--- src/rtl/gpio_wake_pkg.sv ---
package gpio_wake_pkg;
  localparam int unsigned ADDR_W = 4;

  localparam logic [ADDR_W-1:0] ADR_DIN     = 4'd0;
  localparam logic [ADDR_W-1:0] ADR_DOUT    = 4'd1;
  localparam logic [ADDR_W-1:0] ADR_OE      = 4'd2;
  localparam logic [ADDR_W-1:0] ADR_LVL_LO  = 4'd3;
  localparam logic [ADDR_W-1:0] ADR_LVL_HI  = 4'd4;
  localparam logic [ADDR_W-1:0] ADR_RISE    = 4'd5;
  localparam logic [ADDR_W-1:0] ADR_FALL    = 4'd6;
  localparam logic [ADDR_W-1:0] ADR_STAT_A  = 4'd7;
  localparam logic [ADDR_W-1:0] ADR_STAT_B  = 4'd8;
  localparam logic [ADDR_W-1:0] ADR_IEN_A   = 4'd9;
  localparam logic [ADDR_W-1:0] ADR_IEN_B   = 4'd10;
  localparam logic [ADDR_W-1:0] ADR_WKEN    = 4'd11;
  localparam logic [ADDR_W-1:0] ADR_DB_EN   = 4'd12;
  localparam logic [ADDR_W-1:0] ADR_DB_VAL  = 4'd13;
  localparam logic [ADDR_W-1:0] ADR_WK_STAT = 4'd14;

  localparam int unsigned IRQ_LINES = 2;
endpackage

--- src/rtl/gpio_sync.sv ---
module gpio_sync #(
  parameter int unsigned W      = 1,
  parameter int unsigned STAGES = 2
) (
  input  logic         clk_i,
  input  logic         rst_ni,
  input  logic [W-1:0] d_i,
  output logic [W-1:0] q_o
);
  logic [W-1:0] stg_q [STAGES];

  always_ff @(posedge clk_i or negedge rst_ni) begin
    if (!rst_ni) begin
      for (int s = 0; s < STAGES; s++) stg_q[s] <= '0;
    end else begin
      stg_q[0] <= d_i;
      for (int s = 1; s < STAGES; s++) stg_q[s] <= stg_q[s-1];
    end
  end

  assign q_o = stg_q[STAGES-1];
endmodule

--- src/rtl/gpio_debounce.sv ---
module gpio_debounce #(
  parameter int unsigned NCH = 32,
  parameter int unsigned CW  = 8
) (
  input  logic           clk_i,
  input  logic           rst_ni,
  input  logic           tick_i,
  input  logic [NCH-1:0] en_i,
  input  logic [CW-1:0]  limit_i,
  input  logic [NCH-1:0] d_i,
  output logic [NCH-1:0] q_o
);
  for (genvar ch = 0; ch < NCH; ch++) begin : g_ch
    logic [CW-1:0] cnt_q;
    logic          val_q;

    always_ff @(posedge clk_i or negedge rst_ni) begin
      if (!rst_ni) begin
        cnt_q <= '0;
        val_q <= 1'b0;
      end else if (!en_i[ch]) begin
        val_q <= d_i[ch];
        cnt_q <= '0;
      end else if (tick_i) begin
        if (d_i[ch] == val_q) begin
          cnt_q <= '0;
        end else if (cnt_q == limit_i) begin
          val_q <= d_i[ch];
          cnt_q <= '0;
        end else begin
          cnt_q <= cnt_q + 1'b1;
        end
      end
    end

    assign q_o[ch] = val_q;
  end

  // filtered channels move only on a debounce tick
  assert_hold_between_ticks_R4: assert property (@(posedge clk_i) disable iff (!rst_ni)
    !tick_i |=> (((q_o ^ $past(q_o)) & $past(en_i)) == '0));
endmodule

--- src/rtl/gpio_event_det.sv ---
module gpio_event_det #(
  parameter int unsigned NCH = 32
) (
  input  logic           clk_i,
  input  logic           rst_ni,
  input  logic           active_i,
  input  logic [NCH-1:0] din_i,
  input  logic [NCH-1:0] lvl_lo_i,
  input  logic [NCH-1:0] lvl_hi_i,
  input  logic [NCH-1:0] rise_i,
  input  logic [NCH-1:0] fall_i,
  output logic [NCH-1:0] ev_o
);
  logic [NCH-1:0] prev_q;
  logic [NCH-1:0] lvl_ev, edge_ev;

  always_ff @(posedge clk_i or negedge rst_ni) begin
    if (!rst_ni) prev_q <= '0;
    else         prev_q <= din_i;
  end

  always_comb begin
    lvl_ev  = (lvl_lo_i & ~din_i) | (lvl_hi_i & din_i);
    edge_ev = (rise_i & din_i & ~prev_q) | (fall_i & ~din_i & prev_q);
    ev_o    = active_i ? (lvl_ev | edge_ev) : '0;
  end
endmodule

--- src/rtl/gpio_irq_line.sv ---
module gpio_irq_line #(
  parameter int unsigned NCH = 32
) (
  input  logic           clk_i,
  input  logic           rst_ni,
  input  logic [NCH-1:0] ev_i,
  input  logic           clr_we_i,
  input  logic [NCH-1:0] clr_mask_i,
  input  logic [NCH-1:0] en_i,
  output logic [NCH-1:0] stat_o,
  output logic           irq_o
);
  logic [NCH-1:0] stat_q, clr;

  assign clr = clr_we_i ? clr_mask_i : '0;

  // a new event wins over a simultaneous clear
  always_ff @(posedge clk_i or negedge rst_ni) begin
    if (!rst_ni) stat_q <= '0;
    else         stat_q <= (stat_q & ~clr) | ev_i;
  end

  assign stat_o = stat_q;
  assign irq_o  = |(stat_q & en_i);

  assert_event_sets_status_R8: assert property (@(posedge clk_i) disable iff (!rst_ni)
    (|ev_i) |=> ((stat_o & $past(ev_i)) == $past(ev_i)));

  assert_w1c_clears_R7: assert property (@(posedge clk_i) disable iff (!rst_ni)
    clr_we_i |=> ((stat_o & $past(clr_mask_i & ~ev_i)) == '0));
endmodule

--- src/rtl/gpio_wake_ctrl.sv ---
module gpio_wake_ctrl
  import gpio_wake_pkg::*;
#(
  parameter int unsigned NCH   = 32,
  parameter int unsigned DBW   = 8,
  parameter int unsigned SYNC_N = 2
) (
  input  logic              clk_i,
  input  logic              rst_ni,
  input  logic              db_clk_i,
  input  logic              idle_i,
  input  logic [NCH-1:0]    pad_in_i,
  output logic [NCH-1:0]    pad_out_o,
  output logic [NCH-1:0]    pad_oe_o,
  input  logic [ADDR_W-1:0] addr_i,
  input  logic              we_i,
  input  logic [NCH-1:0]    wdata_i,
  output logic [NCH-1:0]    rdata_o,
  output logic              irq_a_o,
  output logic              irq_b_o,
  output logic              wake_o
);
  localparam int unsigned PADW = NCH - DBW;

  logic [NCH-1:0] dout_q, oe_q, lvl_lo_q, lvl_hi_q, rise_q, fall_q;
  logic [NCH-1:0] ien_q [IRQ_LINES];
  logic [NCH-1:0] wken_q, db_en_q, wk_stat_q, wk_prev_q;
  logic [DBW-1:0] db_val_q;

  logic [NCH-1:0] pad_s, din, ev, wk_set, wk_clr;
  logic [NCH-1:0] stat [IRQ_LINES];
  logic [IRQ_LINES-1:0] irq;
  logic           db_s, db_prev_q, db_tick;

  // ---- register writes ----
  always_ff @(posedge clk_i or negedge rst_ni) begin
    if (!rst_ni) begin
      dout_q   <= '0;
      oe_q     <= '0;
      lvl_lo_q <= '0;
      lvl_hi_q <= '0;
      rise_q   <= '0;
      fall_q   <= '0;
      for (int l = 0; l < IRQ_LINES; l++) ien_q[l] <= '0;
      wken_q   <= '0;
      db_en_q  <= '0;
      db_val_q <= '0;
    end else if (we_i) begin
      case (addr_i)
        ADR_DOUT:   dout_q   <= wdata_i;
        ADR_OE:     oe_q     <= wdata_i;
        ADR_LVL_LO: lvl_lo_q <= wdata_i;
        ADR_LVL_HI: lvl_hi_q <= wdata_i;
        ADR_RISE:   rise_q   <= wdata_i;
        ADR_FALL:   fall_q   <= wdata_i;
        ADR_IEN_A:  ien_q[0] <= wdata_i;
        ADR_IEN_B:  ien_q[1] <= wdata_i;
        ADR_WKEN:   wken_q   <= wdata_i;
        ADR_DB_EN:  db_en_q  <= wdata_i;
        ADR_DB_VAL: db_val_q <= wdata_i[DBW-1:0];
        default: ;
      endcase
    end
  end

  assign pad_out_o = dout_q;
  assign pad_oe_o  = oe_q;

  // ---- input path ----
  gpio_sync #(.W(NCH), .STAGES(SYNC_N)) u_pad_sync (
    .clk_i (clk_i), .rst_ni(rst_ni), .d_i(pad_in_i), .q_o(pad_s)
  );

  gpio_sync #(.W(1), .STAGES(SYNC_N)) u_dbclk_sync (
    .clk_i (clk_i), .rst_ni(rst_ni), .d_i(db_clk_i), .q_o(db_s)
  );

  always_ff @(posedge clk_i or negedge rst_ni) begin
    if (!rst_ni) db_prev_q <= 1'b0;
    else         db_prev_q <= db_s;
  end
  assign db_tick = db_s & ~db_prev_q;

  gpio_debounce #(.NCH(NCH), .CW(DBW)) u_debounce (
    .clk_i  (clk_i),
    .rst_ni (rst_ni),
    .tick_i (db_tick),
    .en_i   (db_en_q),
    .limit_i(db_val_q),
    .d_i    (pad_s),
    .q_o    (din)
  );

  // ---- active-mode events and interrupt lines ----
  gpio_event_det #(.NCH(NCH)) u_event (
    .clk_i   (clk_i),
    .rst_ni  (rst_ni),
    .active_i(~idle_i),
    .din_i   (din),
    .lvl_lo_i(lvl_lo_q),
    .lvl_hi_i(lvl_hi_q),
    .rise_i  (rise_q),
    .fall_i  (fall_q),
    .ev_o    (ev)
  );

  for (genvar l = 0; l < IRQ_LINES; l++) begin : g_line
    gpio_irq_line #(.NCH(NCH)) u_line (
      .clk_i     (clk_i),
      .rst_ni    (rst_ni),
      .ev_i      (ev),
      .clr_we_i  (we_i && (addr_i == (ADR_STAT_A + ADDR_W'(l)))),
      .clr_mask_i(wdata_i),
      .en_i      (ien_q[l]),
      .stat_o    (stat[l]),
      .irq_o     (irq[l])
    );
  end

  assign irq_a_o = irq[0];
  assign irq_b_o = irq[1];

  // ---- idle-mode wake path: toggles on synchronized pins ----
  assign wk_set = idle_i ? (wken_q & (pad_s ^ wk_prev_q)) : '0;
  assign wk_clr = (we_i && addr_i == ADR_WK_STAT) ? wdata_i : '0;

  always_ff @(posedge clk_i or negedge rst_ni) begin
    if (!rst_ni) begin
      wk_prev_q <= '0;
      wk_stat_q <= '0;
    end else begin
      wk_prev_q <= pad_s;
      wk_stat_q <= (wk_stat_q & ~wk_clr) | wk_set;
    end
  end

  assign wake_o = idle_i & (|wk_stat_q);

  // ---- read mux ----
  always_comb begin
    case (addr_i)
      ADR_DIN:     rdata_o = din;
      ADR_DOUT:    rdata_o = dout_q;
      ADR_OE:      rdata_o = oe_q;
      ADR_LVL_LO:  rdata_o = lvl_lo_q;
      ADR_LVL_HI:  rdata_o = lvl_hi_q;
      ADR_RISE:    rdata_o = rise_q;
      ADR_FALL:    rdata_o = fall_q;
      ADR_STAT_A:  rdata_o = stat[0];
      ADR_STAT_B:  rdata_o = stat[1];
      ADR_IEN_A:   rdata_o = ien_q[0];
      ADR_IEN_B:   rdata_o = ien_q[1];
      ADR_WKEN:    rdata_o = wken_q;
      ADR_DB_EN:   rdata_o = db_en_q;
      ADR_DB_VAL:  rdata_o = {{PADW{1'b0}}, db_val_q};
      ADR_WK_STAT: rdata_o = wk_stat_q;
      default:     rdata_o = '0;
    endcase
  end

  assert_idle_freezes_status_R9: assert property (@(posedge clk_i) disable iff (!rst_ni)
    idle_i |=> (((stat[0] & ~$past(stat[0])) | (stat[1] & ~$past(stat[1]))) == '0));

  assert_wake_only_in_idle_R10: assert property (@(posedge clk_i) disable iff (!rst_ni)
    !idle_i |=> ((wk_stat_q & ~$past(wk_stat_q)) == '0));

  assert_direction_reset_R1: assert property (@(posedge clk_i) disable iff (!rst_ni)
    $rose(rst_ni) |-> (pad_oe_o == '0));
endmodule

--- config.mk ---
export PLATFORM = sky130hd
export DESIGN_NAME = gpio_wake_ctrl
export DESIGN_NICKNAME = d
export VERILOG_FILES = /design/src/rtl/gpio_wake_pkg.sv /design/src/rtl/gpio_sync.sv /design/src/rtl/gpio_debounce.sv /design/src/rtl/gpio_event_det.sv /design/src/rtl/gpio_irq_line.sv /design/src/rtl/gpio_wake_ctrl.sv
export SDC_FILE = /design/constraint.sdc
export NUM_CORES = 2
export LEC_CHECK = 0
export BUFFER_PORTS_ARGS = -buffer_cell sky130_fd_sc_hd__buf_4
export CAP_MARGIN = 20
export CORE_ASPECT_RATIO = 0.8
export CORE_UTILIZATION = 50
export CTS_CLUSTER_DIAMETER = 80
export DETAILED_ROUTE_END_ITERATION = 7
export PLACE_DENSITY = 0.73
export SETUP_SLACK_MARGIN = 0.05
export SLEW_MARGIN = 10
export SYNTH_ARGS = -nofsm -noshare
export SYNTH_HDL_FRONTEND = slang
export SYNTH_SLANG_ARGS = --single-unit
--- constraint.sdc ---
create_clock -name clk_i -period 1.8 [get_ports clk_i]
set_input_delay 0 -clock clk_i [delete_from_list [all_inputs] [get_ports clk_i]]
set_output_delay 0 -clock clk_i [all_outputs]
set_load 0.02 [all_outputs]
# Yosys cells after proc, flatten, opt, wreduce, memory -nomap -nowiden
# Cells that the tools add are included.
totals:
  regBits: 843
  inputBits: 73
  out_inout_bits: 99
  elab_cells: 630
classes:
  addsub: 32
  n_eq_ne: 174
  muxes: 262
  bitwise_logic: 27
  n_reduce_logical: 50
op_table:
  columns: ["operator", "count"]
  rows:
  - ["2-to-1 mux 8 bit", 128]
  - ["one-hot mux 32 bit (15 select lines)", 1]
  - ["bitwise AND 32 bit", 12]
  - ["adder 8 x 1 -> 8 bit (second input constant)", 32]
  - ["== test 8 bit", 32]
  - ["bitwise OR 32 bit", 6]
  - ["2-to-1 mux 32 bit", 5]
  - ["inverter 32 bit", 5]
  - ["2-to-1 mux 1 bit", 128]
  - ["inequality test 2 x 1 -> 1 bit (second input constant)", 64]
  - ["AND reduction 3 bit", 32]
  - ["OR reduction 32 bit", 3]
  - ["inequality test 2 bit (second input constant)", 32]
  - ["== test 1 bit", 32]
  - ["XOR 32 bit", 1]
  - ["== test 4 bit (second input constant)", 7]
  - ["AND reduction 2 bit", 11]
  - ["== test 4 x 3 -> 1 bit (second input constant)", 4]
  - ["== test 4 x 2 -> 1 bit (second input constant)", 2]
  - ["== test 4 x 1 -> 1 bit (second input constant)", 1]
  - ["logical NOT 4 bit", 1]
  - ["logical AND 1 bit", 3]
  - ["bitwise AND 1 bit", 2]
  - ["inverter 1 bit", 1]

# Longest topological paths before layout
logic_depth:
  ltp_word: 7
  depth_mapped: 8
  depth_no_buf: 6

# Modules after synthesis
# Synthesis repeated with hierarchy kept, for this count alone.
hier_totals:
  cells_unflattened: 3889
  hier_area_um2: 43559.3
by_module_without_submodules:
  columns: ["mod", "n_inst", "cells_each", "area_each_um2", "seq_area_each_um2"]
  rows:
  - ["gpio_debounce", 1, 2002, 18824.3, 7206.9]
  - ["gpio_wake_ctrl", 1, 1386, 18405.2, 9834.4]
  - ["gpio_irq_line", 2, 120, 1340.0, 800.8]
  - ["gpio_sync at u_pad_sync", 1, 96, 1841.8, 1601.5]
  - ["gpio_event_det", 1, 163, 1757.9, 800.8]
  - ["gpio_sync at u_dbclk_sync", 1, 2, 50.0, 50.0]

# Worst setup path after synthesis
# OpenSTA, ideal clock, no wires.
synth_timing:
  path_type: "reg-to-reg"
  start: "register db_val_q[3]"
  end: "register u_debounce.g_ch[7].val_q"
  setup_time_ps: 125
  arrival_time_ps: 1712
  t_required_ps: 1675
  slack_ps: -37
  stages_incl_launch_ff: 9
  path_buffers: 3
  period_less_slack_ps: 1837
  cell_sequence: "dfrtp_1 buf_6 buf_12 buf_8 xor2_1 nor4_1 nand2_1 o21a_1 mux2_4"
synth_via:
  elab_chain_cells: 3
synth_rtl:
  columns: ["element", "line_no", "source"]
  rows:
  - ["start, declared", "gpio_wake_ctrl.sv:28", "logic [DBW-1:0] db_val_q;"]
  - ["start signal, assigned", "gpio_wake_ctrl.sv:60", "ADR_DB_VAL: db_val_q <= wdata_i[DBW-1:0];"]
  - ["== test 8 bit", "gpio_debounce.sv:27", "end else if (cnt_q == limit_i) begin"]
  - ["inequality test 2 x 1 -> 1 bit (no line)", null, null]
  - ["AND reduction 3 bit (no line)", null, null]
  - ["end signal, assigned", "gpio_debounce.sv:22", "val_q <= d_i[ch];"]
  - ["end signal, assigned", "gpio_debounce.sv:28", "val_q <= d_i[ch];"]
  - ["end, declared", "gpio_debounce.sv:15", "logic val_q;"]
# No other way between the ends.
# A chain may end at the register's enable or synchronous reset.

# Worst setup path after layout
layout_timing:
  start: "register u_debounce.g_ch[8].val_q"
  end: "output rdata_o[8]"
layout_via:
  elab_chain_cells: 1
layout_rtl:
  columns: ["element", "line_no", "source"]
  rows:
  - ["start, declared", "gpio_debounce.sv:15", null]
  - ["start signal, assigned", "gpio_debounce.sv:22", null]
  - ["start signal, assigned", "gpio_debounce.sv:28", null]
  - ["one-hot mux 32 bit (15 select lines)", "gpio_wake_ctrl.sv:141", "case (addr_i)"]
  - ["end, declared", "gpio_wake_ctrl.sv:18", "output logic [NCH-1:0] rdata_o,"]
# No other way between the ends.

==> reports/metrics.csv <==
metric;value;unit
port_buffers;171;
tns;-90820;ps
clk_latency;690;ps
peakVddDrop;840;uV
cts.reportedPaths.clkPinSlew;60;ps
synth_warnings;0;
grt_start_max_net_pins;102;
async_flop_share;1.00;
routedLengthMet1;61.8;mm
rsz0062_at_grt;true;
first_pass_iters;8;
syn_nets;4048;
slew_headroom;0.258;
final_cell_mix;dfrtp_1, buf_4, nand2_1;
leakage;24.6;nW
post_drt_wl_per_cell;28.4;um
fin_ws;-712;ps
end_kind;output pin;
cp_data_required_time;1800;ps
drtIter0Drc;5190;
die_y;264;um
grt_pass1_vias;37000;
grt-ovfl-total;0;
area_growth;35.7;%
wl;168;mm
track_usage;0.366;
synthTopCellsByArea;dfrtp_1, mux2_2, xnor2_1;
fin_crit;2510;ps
worst-setup-path-type;reg2out;
place_inst;5476;
htreeDepth;3;
synth_edf_count;0;
fmax;398;MHz
num_vias;38700;
topRoutingLayerUsed;met5;
slew_viol_final;0;
synth_cell_types;80;
hold_class;in2async;
dieArea;86700;um2
hpwl;109;mm
drive_above_1_share;0.384;
synth_top_cell_area_share;0.493;
critPathLaunchType;flop;
fin_worst_skew;31.8;ps
cts_tree;built;
yosysTopAreaCell;dfrtp_1;
core_area;84300;um2
routed-wl-met3;22.4;mm
fp.dieW;329;um
worst_slew_pin_slew;1110;ps
crit_fanout;2;
final_nets;4820;
gp_congestion;1.06;
drt_drc_violations_left;18;
maxCapViolCount;0;
vias_per_cell;6.56;
hold_viol;1;
clock-root-buffer;clkbuf_16;
synth_area;42800;um2
regMostFlops;u_debounce.g_ch.cnt_q;
status;finished, violations left;
finalSetupViolations;320;
ioPinCount;172;
violations;design-rule violations, negative hold slack, negative setup slack;
grt_first_pass_wirelength;237;mm
wl_met2;72.8;mm
syn_avg_cell_area;10.8;um2
antenna_found_initial;4;
detail-route-antenna-nets;0;
synthFlopType;dfrtp_1;
num_rows;95;
syn_inst;3943;
synth-seq-cells;843;
largest_reg_flops;256;
cts.path.max_buffers;3;
mostFrequentLayoutCell;dfrtp_1;
cp_data_arrival_time;2510;ps
fin_cells;5896;
ys_seq_area_frac;0.493;
numCtsBuffers;85;
timing.final.crit_share;1.40;
whs;-0.581;ps
start_util;0.507;
p_per_area;1100;nW/um2
cts_num_sinks;843;
[power breakdown]
part | leakage [nW] | switching, mW | total (mW) | internal (mW)
clock network | 1.45 | 7.96 | 19.0 | 11.0
registers | 10.3 | 3.51 | 25.1 | 21.6
logic | 12.9 | 9.98 | 19.7 | 9.72
[cell families after synthesis]
kind of cell | after synthesis | synth area share
flip-flops | 843 | 0.493
XOR/XNOR | 377 | 0.0772
AND/OR/NAND/NOR | 1060 | 0.122
AO/OA/AOI/OAI | 922 | 0.155
multiplexers | 401 | 0.107
buffers and inverters | 308 | 0.0357
adder cells (fa/ha/maj) | 32 | 0.00937
[cell usage after synthesis (22+ instances only)]
cell,number
mux2i_1,30
nand3_1,114
and2_1,41
ha_1,32
xor2_1,138
a221oi_1,26
nor3_1,42
o31ai_1,33
nor2_1,134
nor3b_1,22
a221o_1,30
nor4_1,22
o21ai_0,215
a311oi_1,33
buf_2,73
nand2_1,390
a22oi_1,83
nand2b_1,54
and3_1,49
mux2_2,352
dfrtp_1,843
nor2b_1,33
a21o_1,108
o211ai_1,22
a211oi_1,45
clkbuf_1,95
xnor2_1,239
a32o_1,38
inv_1,85
buf_6,23
or3_1,40
o22ai_1,24
a21oi_1,74
a22o_1,65
nand4_1,68
[per-stage QoR]
step                cell area (um2)  power, mW  setup slack (ps)   util
finish                        58000       63.8              -712  0.689
detailed placement            48900       39.2              -343  0.581
floorplan                     43000       32.1             -37.3      -
global placement              48900       38.8              -336  0.581
CTS                           55800       61.0              -579  0.662
global route                  58000       65.5              -804  0.688
[cell type report]
type,count,area (um2)
inverters,85,319
clock buffers,117,2470
well taps,1115,1400
clock inverters,34,462
diodes,2,5.00
flip-flops and latches,843,21100
multi-input cells,2792,23300
fillers,5619,26200
repair buffers,908,8940
[critical path, cell delays in order, from the launching register on]
cell      delay (ps)
dfrtp_2          440
mux2_4           280
a22o_1           180
a222oi_1         400
o211ai_1         290
buf_4            240
[path summary, 6_finish.rpt]
check | startpoint | end | slack (ps) | cells after the start
hold reg to reg | u_pad_sync.stg_q[51] | u_pad_sync.q_o[19] | 320 | 0
hold / removal | rst_ni | u_debounce.g_ch[21].cnt_q[0] | -0.6 | 3
setup reg to reg | db_val_q[7] | u_debounce.g_ch[0].cnt_q[3] | -540 | 13
min in group clk_i | pad_in_i[1] | u_pad_sync.stg_q[33] | 10 | 2
max in group asynchronous | rst_ni | u_pad_sync.q_o[9] | 180 | 5
setup / recovery | u_debounce.g_ch[8].val_q | rdata_o[8] | -710 | 5
[layer usage]
layer | vias to the layer above | global-route usage
li1 | 15900 | -
met1 | 19300 | 0.491
met2 | 2763 | 0.530
met3 | 747 | 0.129
met4 | 6 | 0.168
met5 | - | 0
[repair_timing]
item | CTS | global route
buffers inserted | 105 | 75
hold endpoints to repair | 1300 | 0
pin swaps | 255 | 256
cloned | 7 | 1
hold buffers | 98 | 0
setup endpoints to repair | 302 | 323
gates resized for setup | 448 | 462
(Power assumes the default switching activity.)
